[config.mk]
export PLATFORM = sky130hd
export DESIGN_NAME = pgbuf_pair
export DESIGN_NICKNAME = d
export VERILOG_FILES = /design/src/rtl/pgbuf_pkg.sv /design/src/rtl/pgbuf_bank.sv /design/src/rtl/pgbuf_ctrl.sv /design/src/rtl/pgbuf_pair.sv
export SDC_FILE = /design/constraint.sdc
export NUM_CORES = 2
export LEC_CHECK = 0
export BUFFER_PORTS_ARGS = -buffer_cell sky130_fd_sc_hd__buf_4
export CORE_MARGIN = 2
export CORE_UTILIZATION = 39
export CTS_CLUSTER_SIZE = 30
export DETAILED_ROUTE_END_ITERATION = 7
export PLACE_DENSITY = 0.62
export SLEW_MARGIN = 20
export SYNTH_ARGS = -nofsm -noshare
export SYNTH_HDL_FRONTEND = slang
export SYNTH_SLANG_ARGS = --single-unit
export TNS_END_PERCENT = 1
[constraint.sdc]
create_clock -name clk -period 15.25 [get_ports clk]
set_input_delay 1.525 -clock clk [delete_from_list [all_inputs] [get_ports clk]]
set_output_delay 1.525 -clock clk [all_outputs]
set_load 0.02 [all_outputs]
[src/rtl/pgbuf_pkg.sv]
package pgbuf_pkg;
    localparam int PB_BYTES    = 256;
    localparam int PB_WORDS    = PB_BYTES / 2;
    localparam int BYTE_AW     = $clog2(PB_BYTES);
    localparam int WORD_AW     = $clog2(PB_WORDS);
    localparam int ID_COUNT    = 3;
    localparam int STEP_W      = $clog2(ID_COUNT);
    localparam logic [7:0] PROLIF_CODE = 8'h01;

    typedef logic [WORD_AW-1:0] waddr_t;

    typedef struct packed {
        logic              sel;
        logic              busy;
        logic [STEP_W-1:0] step;
        logic              pend;
        logic [7:0]        rev;
        logic [7:0]        cfg;
    } ctrl_st_t;
endpackage

[src/rtl/pgbuf_bank.sv]
module pgbuf_bank #(
    parameter int WORDS = 128,
    localparam int AW = $clog2(WORDS)
) (
    input  logic          clk,
    input  logic          rst_n,
    input  logic          we_lo,
    input  logic          we_hi,
    input  logic [AW-1:0] waddr,
    input  logic [7:0]    wd_lo,
    input  logic [7:0]    wd_hi,
    input  logic [AW-1:0] raddr,
    output logic [15:0]   rdata
);
    logic [7:0] mem_lo [WORDS];
    logic [7:0] mem_hi [WORDS];

    always_ff @(posedge clk) begin
        if (we_lo) mem_lo[waddr] <= wd_lo;
        if (we_hi) mem_hi[waddr] <= wd_hi;
    end

    always_comb begin
        rdata = {mem_hi[raddr], mem_lo[raddr]};
    end

    // a stored byte is visible on the read port in the next cycle
    a_r2_lo_readback: assert property (@(posedge clk) disable iff (!rst_n)
        (we_lo && raddr == waddr) ##1 $stable(raddr) |-> rdata[7:0] == $past(wd_lo));
    a_r3_hi_readback: assert property (@(posedge clk) disable iff (!rst_n)
        (we_hi && raddr == waddr) ##1 $stable(raddr) |-> rdata[15:8] == $past(wd_hi));
endmodule

[src/rtl/pgbuf_ctrl.sv]
module pgbuf_ctrl
    import pgbuf_pkg::*;
(
    input  logic       clk,
    input  logic       rst_n,
    input  logic       swap_req,
    input  logic       upload_req,
    input  logic [7:0] id_rev,
    input  logic [7:0] id_cfg,
    output logic       vis_sel,
    output logic       busy,
    output logic       up_we,
    output waddr_t     up_waddr,
    output logic [7:0] up_byte
);
    localparam logic [STEP_W-1:0] LAST_STEP = STEP_W'(ID_COUNT - 1);

    ctrl_st_t st_d, st_q;

    always_comb begin
        st_d     = st_q;
        up_we    = 1'b0;
        up_waddr = waddr_t'(st_q.step);
        case (st_q.step)
            STEP_W'(0): up_byte = st_q.rev;
            STEP_W'(1): up_byte = PROLIF_CODE;
            default:    up_byte = st_q.cfg;
        endcase
        if (st_q.busy) begin
            up_we = 1'b1;
            if (swap_req) st_d.pend = 1'b1;
            if (st_q.step == LAST_STEP) begin
                st_d.busy = 1'b0;
                st_d.step = '0;
                if (st_q.pend || swap_req) begin
                    st_d.sel  = ~st_q.sel;
                    st_d.pend = 1'b0;
                end
            end else begin
                st_d.step = st_q.step + 1'b1;
            end
        end else begin
            if (swap_req) st_d.sel = ~st_q.sel;
            if (upload_req) begin
                st_d.busy = 1'b1;
                st_d.step = '0;
                st_d.rev  = id_rev;
                st_d.cfg  = id_cfg;
            end
        end
    end

    always_ff @(posedge clk) begin
        if (!rst_n) st_q <= '0;
        else        st_q <= st_d;
    end

    assign vis_sel = st_q.sel;
    assign busy    = st_q.busy;

    a_r8_busy_starts: assert property (@(posedge clk) disable iff (!rst_n)
        (!busy && upload_req) |=> busy);
    a_r8_busy_multi: assert property (@(posedge clk) disable iff (!rst_n)
        $rose(busy) |=> busy);
    a_r4_swap_toggles: assert property (@(posedge clk) disable iff (!rst_n)
        (!busy && swap_req) |=> vis_sel != $past(vis_sel));
    a_r9_swap_held: assert property (@(posedge clk) disable iff (!rst_n)
        (busy && st_q.step != LAST_STEP) |=> $stable(vis_sel));
endmodule

[src/rtl/pgbuf_pair.sv]
module pgbuf_pair
    import pgbuf_pkg::*;
(
    input  logic        clk,
    input  logic        rst_n,
    input  logic [7:0]  host_addr,
    input  logic [15:0] host_wdata,
    input  logic        host_we,
    input  logic        word_mode,
    output logic [15:0] host_rdata,
    input  logic        swap_req,
    input  logic        upload_req,
    input  logic [7:0]  id_revision,
    input  logic [7:0]  id_config,
    output logic        busy
);
    logic       vis_sel;
    logic       up_we;
    waddr_t     up_waddr;
    logic [7:0] up_byte;
    waddr_t     h_word;
    logic       h_lane;
    logic       h_we_lo, h_we_hi;
    logic [7:0] h_d_lo, h_d_hi;
    logic [15:0] bank_rd [2];
    logic [15:0] vis_rd;

    pgbuf_ctrl u_ctrl (
        .clk        (clk),
        .rst_n      (rst_n),
        .swap_req   (swap_req),
        .upload_req (upload_req),
        .id_rev     (id_revision),
        .id_cfg     (id_config),
        .vis_sel    (vis_sel),
        .busy       (busy),
        .up_we      (up_we),
        .up_waddr   (up_waddr),
        .up_byte    (up_byte)
    );

    always_comb begin
        h_word  = host_addr[BYTE_AW-1:1];
        h_lane  = host_addr[0];
        h_we_lo = host_we & (word_mode | ~h_lane);
        h_we_hi = host_we & (word_mode | h_lane);
        h_d_lo  = host_wdata[7:0];
        h_d_hi  = word_mode ? host_wdata[15:8] : host_wdata[7:0];
    end

    for (genvar b = 0; b < 2; b++) begin : g_bank
        logic       we_lo, we_hi;
        waddr_t     waddr;
        logic [7:0] wd_lo, wd_hi;

        always_comb begin
            if (vis_sel == 1'(b)) begin
                we_lo = h_we_lo;
                we_hi = h_we_hi;
                waddr = h_word;
                wd_lo = h_d_lo;
                wd_hi = h_d_hi;
            end else begin
                we_lo = up_we;
                we_hi = 1'b0;
                waddr = up_waddr;
                wd_lo = up_byte;
                wd_hi = '0;
            end
        end

        pgbuf_bank #(.WORDS(PB_WORDS)) u_bank (
            .clk   (clk),
            .rst_n (rst_n),
            .we_lo (we_lo),
            .we_hi (we_hi),
            .waddr (waddr),
            .wd_lo (wd_lo),
            .wd_hi (wd_hi),
            .raddr (h_word),
            .rdata (bank_rd[b])
        );
    end

    always_comb begin
        vis_rd = bank_rd[vis_sel];
        if (word_mode) host_rdata = vis_rd;
        else           host_rdata = {8'h00, h_lane ? vis_rd[15:8] : vis_rd[7:0]};
    end
endmodule

==> key figures <==
Status
  – Status: complete, no violations

Floorplan
  – Initial Utilization: about two fifths
  – I/O pins: between 60 and 70
  – Die ar.: ~0.42 mm²
  – Row cnt: approximately 240
  – Die width: ~650 µm
  – Core box area: between 0.4 and 0.5 mm²
  – Die Height: around 650 µm

Cells and area
  – Post-route cell area: 0.182 mm²
  – Final core utilization: about 44%
  – Area grow syn2layout: 13.1%
  – Nets: between 8k and 9k
  – Filler Cells Inserted: roughly 35k
  – Layout cells sized above 1: 23.8%

Setup path
  – Kind of critical path: input port to primary output
  – Reg2reg start: u_ctrl.vis_sel$_SDFFE_PN0P_
  – CP arrival: just under 8 ns
  – CP top delay family: compound AO/OA/AOI/OAI gates
  – Required time worst endpoint: 13.73 ns
  – Critical Path End Type: primary output
  – Setup crit start kind: input port
  – CP peak stage delay: 0.91 ns
  – Crit-path cells: buf_16, buf_12, buf_12, nand2_1, a211oi_1, a211oi_1, buf_4, o21ai_0, o211ai_1, nor4_1, a22oi_1, buf_4
  – WP buf/inv: 5
  – Crit path max fanout: roughly 80
  – Slowest CP cell: o21ai_0
  – Critical path origin: host_addr[1]

Yosys
  – Post-Syn Area: 0.161 mm²
  – Main combinational cell family by area after synthesis: multiplexers
  – Synth cell types: 80
  – Mapped Cells: around 7.8k
  – Syn_area_per_cell: 20.7 µm²
  – Synth Area in Compound Gates: under 10%
  – Post-synth ARST share: 0%
  – Number of flops mapped to enable cells by yosys: ~4.1k
  – Xor/xnor share of the synthesized area: 0.00545%
  – Post-Syn Nets: roughly 7.8k
  – Primary FF master, synth: edfxtp_1
  – Leading area contributor after synthesis: edfxtp_1
  – Synth area leaders: edfxtp_1, mux4_2, nor2_1
  – Sequential element share of the synthesized area: between 70% and 80%
  – FF+latch count, synth: approximately 4.1k
  – Simple logic cell fraction of the synthesized area: under 10%
  – Multiplexer share of the synthesized area: between 10 and 15%
  – Yosys warns: 0
  – Synth Area in Adders: 0%
  – Top-area cell type share of the netlist area: approximately 77%

Clock tree
  – Post_cts resized: 0
  – Worst-path clk slew: approximately 0.050 ns
  – CTS tree: built
  – Bufs on Longest Clock Path: 4
  – Post-CTS Setup Bufs: 0
  – Number of buffers inserted by hold repair at cts: 0
  – CTS H-tree lvls: 5
  – Worst-skew pair later-pin latency: 1.00 ns
  – CTS root buf: clkbuf_16
  – Clock sink total: 4117
  – CTS buffer count: 410

Global route
  – First-pass GRT wire length: between 600000 and 700000 µm
  – Initial antenna violation count: 30
  – Remaining Overflow, GRT: 0
  – Pin count of the biggest net entering global routing: around 120
  – Gr usage total: 23.9%
  – Vias in the first global route: between 80k and 90k

Timing
  – Clock skew: 0.0563 ns
  – RSZ-0062 raised after global routing: no
  – Final setup fails: 0
  – Worst slew slack as a fraction of its limit: between 10% and 20%
  – Slew at the pin closest to its max-slew limit: ~1.3 ns
  – Fin. Hold Viols: 0
  – Final max-slew violation count: 0
  – Final min period: 9.29 ns
  – FMAX: roughly 110 MHz
  – Setup TNS Final: 0 ns
  – Tcrit/Tclk final: 60.9%

Route
  – Wire length per cell: 36.7 µm
  – Via-per-instance ratio: just over 6
  – ANT nets after route: 0
  – Drt total wl: roughly 500000 µm
  – Via count: about 85k
  – TritonRoute pass-1 iters: 6
  – Iter 0 DRT Violations: 13.6k
  – Final routed DRC violation total: 0

Hold path
  – Worst min path class: register to register
  – HP Start: u_ctrl.st_q[10]$_SDFFE_PN0P_

Place
  – Hpwl dp: ~330000 µm
  – Gpl congestion: roughly 0.96
  – DP Area: between 0.15 and 0.2 mm²
  – I/O Buffers: 62

Pwr
  – Leak: between 0.05 and 0.06 µW
  – PwrDens: approximately 140 mW/mm²
  – Worst vdd ir: between 0.1 and 0.15 mV
  – Overall Power: about 25000 µW

Flow run
  – Max-cap violations: 0
[area by class of cell]
| type | count | area [µm²] | share of cell area (%) |
|---|---|---|---|
| Clock buffer | 492 | 10700 | 5.87 |
| Timing Repair Buffer | 323 | 2830 | 1.56 |
| Multi-Input combinational cell | 3156 | 35100 | 19.3 |
| Inverter | 7 | 35.0 | 0.0193 |
| Sequential cell | 4117 | 123000 | 67.9 |
| Tap cell | 5451 | 6820 | 3.75 |
| Clock inverter | 270 | 2750 | 1.52 |
| Antenna cell | 29 | 72.6 | 0.0399 |
[flip-flops by register name, summed over array words and instances (netlist names)]
register	cells
u_ctrl.st_q	17
u_ctrl.busy	1
g_bank.u_bank.mem_lo	2048
g_bank.u_bank.mem_hi	2048
u_ctrl.up_waddr	2
u_ctrl.vis_sel	1
[stage by stage]
step | hold WS (ns) | setup WS, ns | instances
final | 0.465 | 5.96 | 13845
after global placement | 0.450 | 5.58 | 13043
after global routing | 0.486 | 6.03 | 13821
after CTS | 0.467 | 6.39 | 13812
after floorplan | 0.437 | 9.04 | 7770
after detailed placement | 0.459 | 6.40 | 13050
[worst paths after layout]
kind	to	slack, ns	cells past startpoint
setup / recovery	host_rdata[3]	5.96	12
hold / removal	u_ctrl.st_q[10]$_SDFFE_PN0P_	0.47	2
setup reg to reg	g_bank[1].u_bank.mem_lo[12][0]$_DFFE_PP_	9.97	6
hold reg to reg	u_ctrl.st_q[10]$_SDFFE_PN0P_	0.47	2
[cells by family after synthesis]
group,count (synthesis)
flops,4117
buf+inv,497
simple gates,1475
xor+xnor,1
mux,1185
compound gates,495
[per-layer routing]
layer,wire length (µm),vias to the layer above,track usage (%)
met4,35200,12,13.7
met5,143,-,0
li1,-,32909,-
met2,225000,6022,35.6
met3,65300,1153,6.96
met1,182000,45358,31.4
[worst min-delay path, cell delays in order, from the launching register on]
cell	delay [ns]
dfxtp_1	0.30
nand2_1	0.05
a21boi_0	0.06
[where the power goes]
| part | switching, µW | leakage (µW) | internal, µW |
|---|---|---|---|
| Clock | 4410 | 0.00652 | 5800 |
| Sequential | 12.7 | 0.0374 | 12800 |
| Combinational | 1260 | 0.0123 | 410 |
| Total | 5680 | 0.0562 | 19000 |
[synth_stat cells (26+ instances only)]
library cell	number
buf_4	82
nor2_1	607
buf_6	60
o21ai_0	26
and3_1	57
nand3_1	266
nor2b_1	35
edfxtp_1	4096
nand4_1	111
nand2_1	241
o22ai_1	31
mux4_2	954
buf_2	153
mux2i_1	200
clkbuf_1	169
a21oi_1	103
a22oi_1	137
a32oi_1	31
[layout by cell type, fill, tap and decap left out, types with 13 or more instances in the layout]
master,count
a22oi_1,137
dfxtp_1,20
a21oi_1,89
clkinv_1,104
buf_12,21
clkinv_2,73
a211oi_1,22
buf_4,287
mux2_2,22
edfxtp_1,4096
clkinvlp_4,19
diode_2,29
a21oi_4,14
clkbuf_16,415
nor2_1,583
a22o_1,18
nor3_1,22
nand4_1,111
nand2_1,238
a21boi_0,16
o22ai_1,31
a221oi_1,15
nor4_1,20
nor2b_1,25
a31oi_1,25
a32oi_1,31
and2_1,20
mux2i_1,198
clkbuf_1,77
bufinv_16,47
nand3_1,260
nor2_4,18
and4_1,13
and3_1,57
mux4_2,954
o21ai_0,24
(Power assumes the default switching activity.)
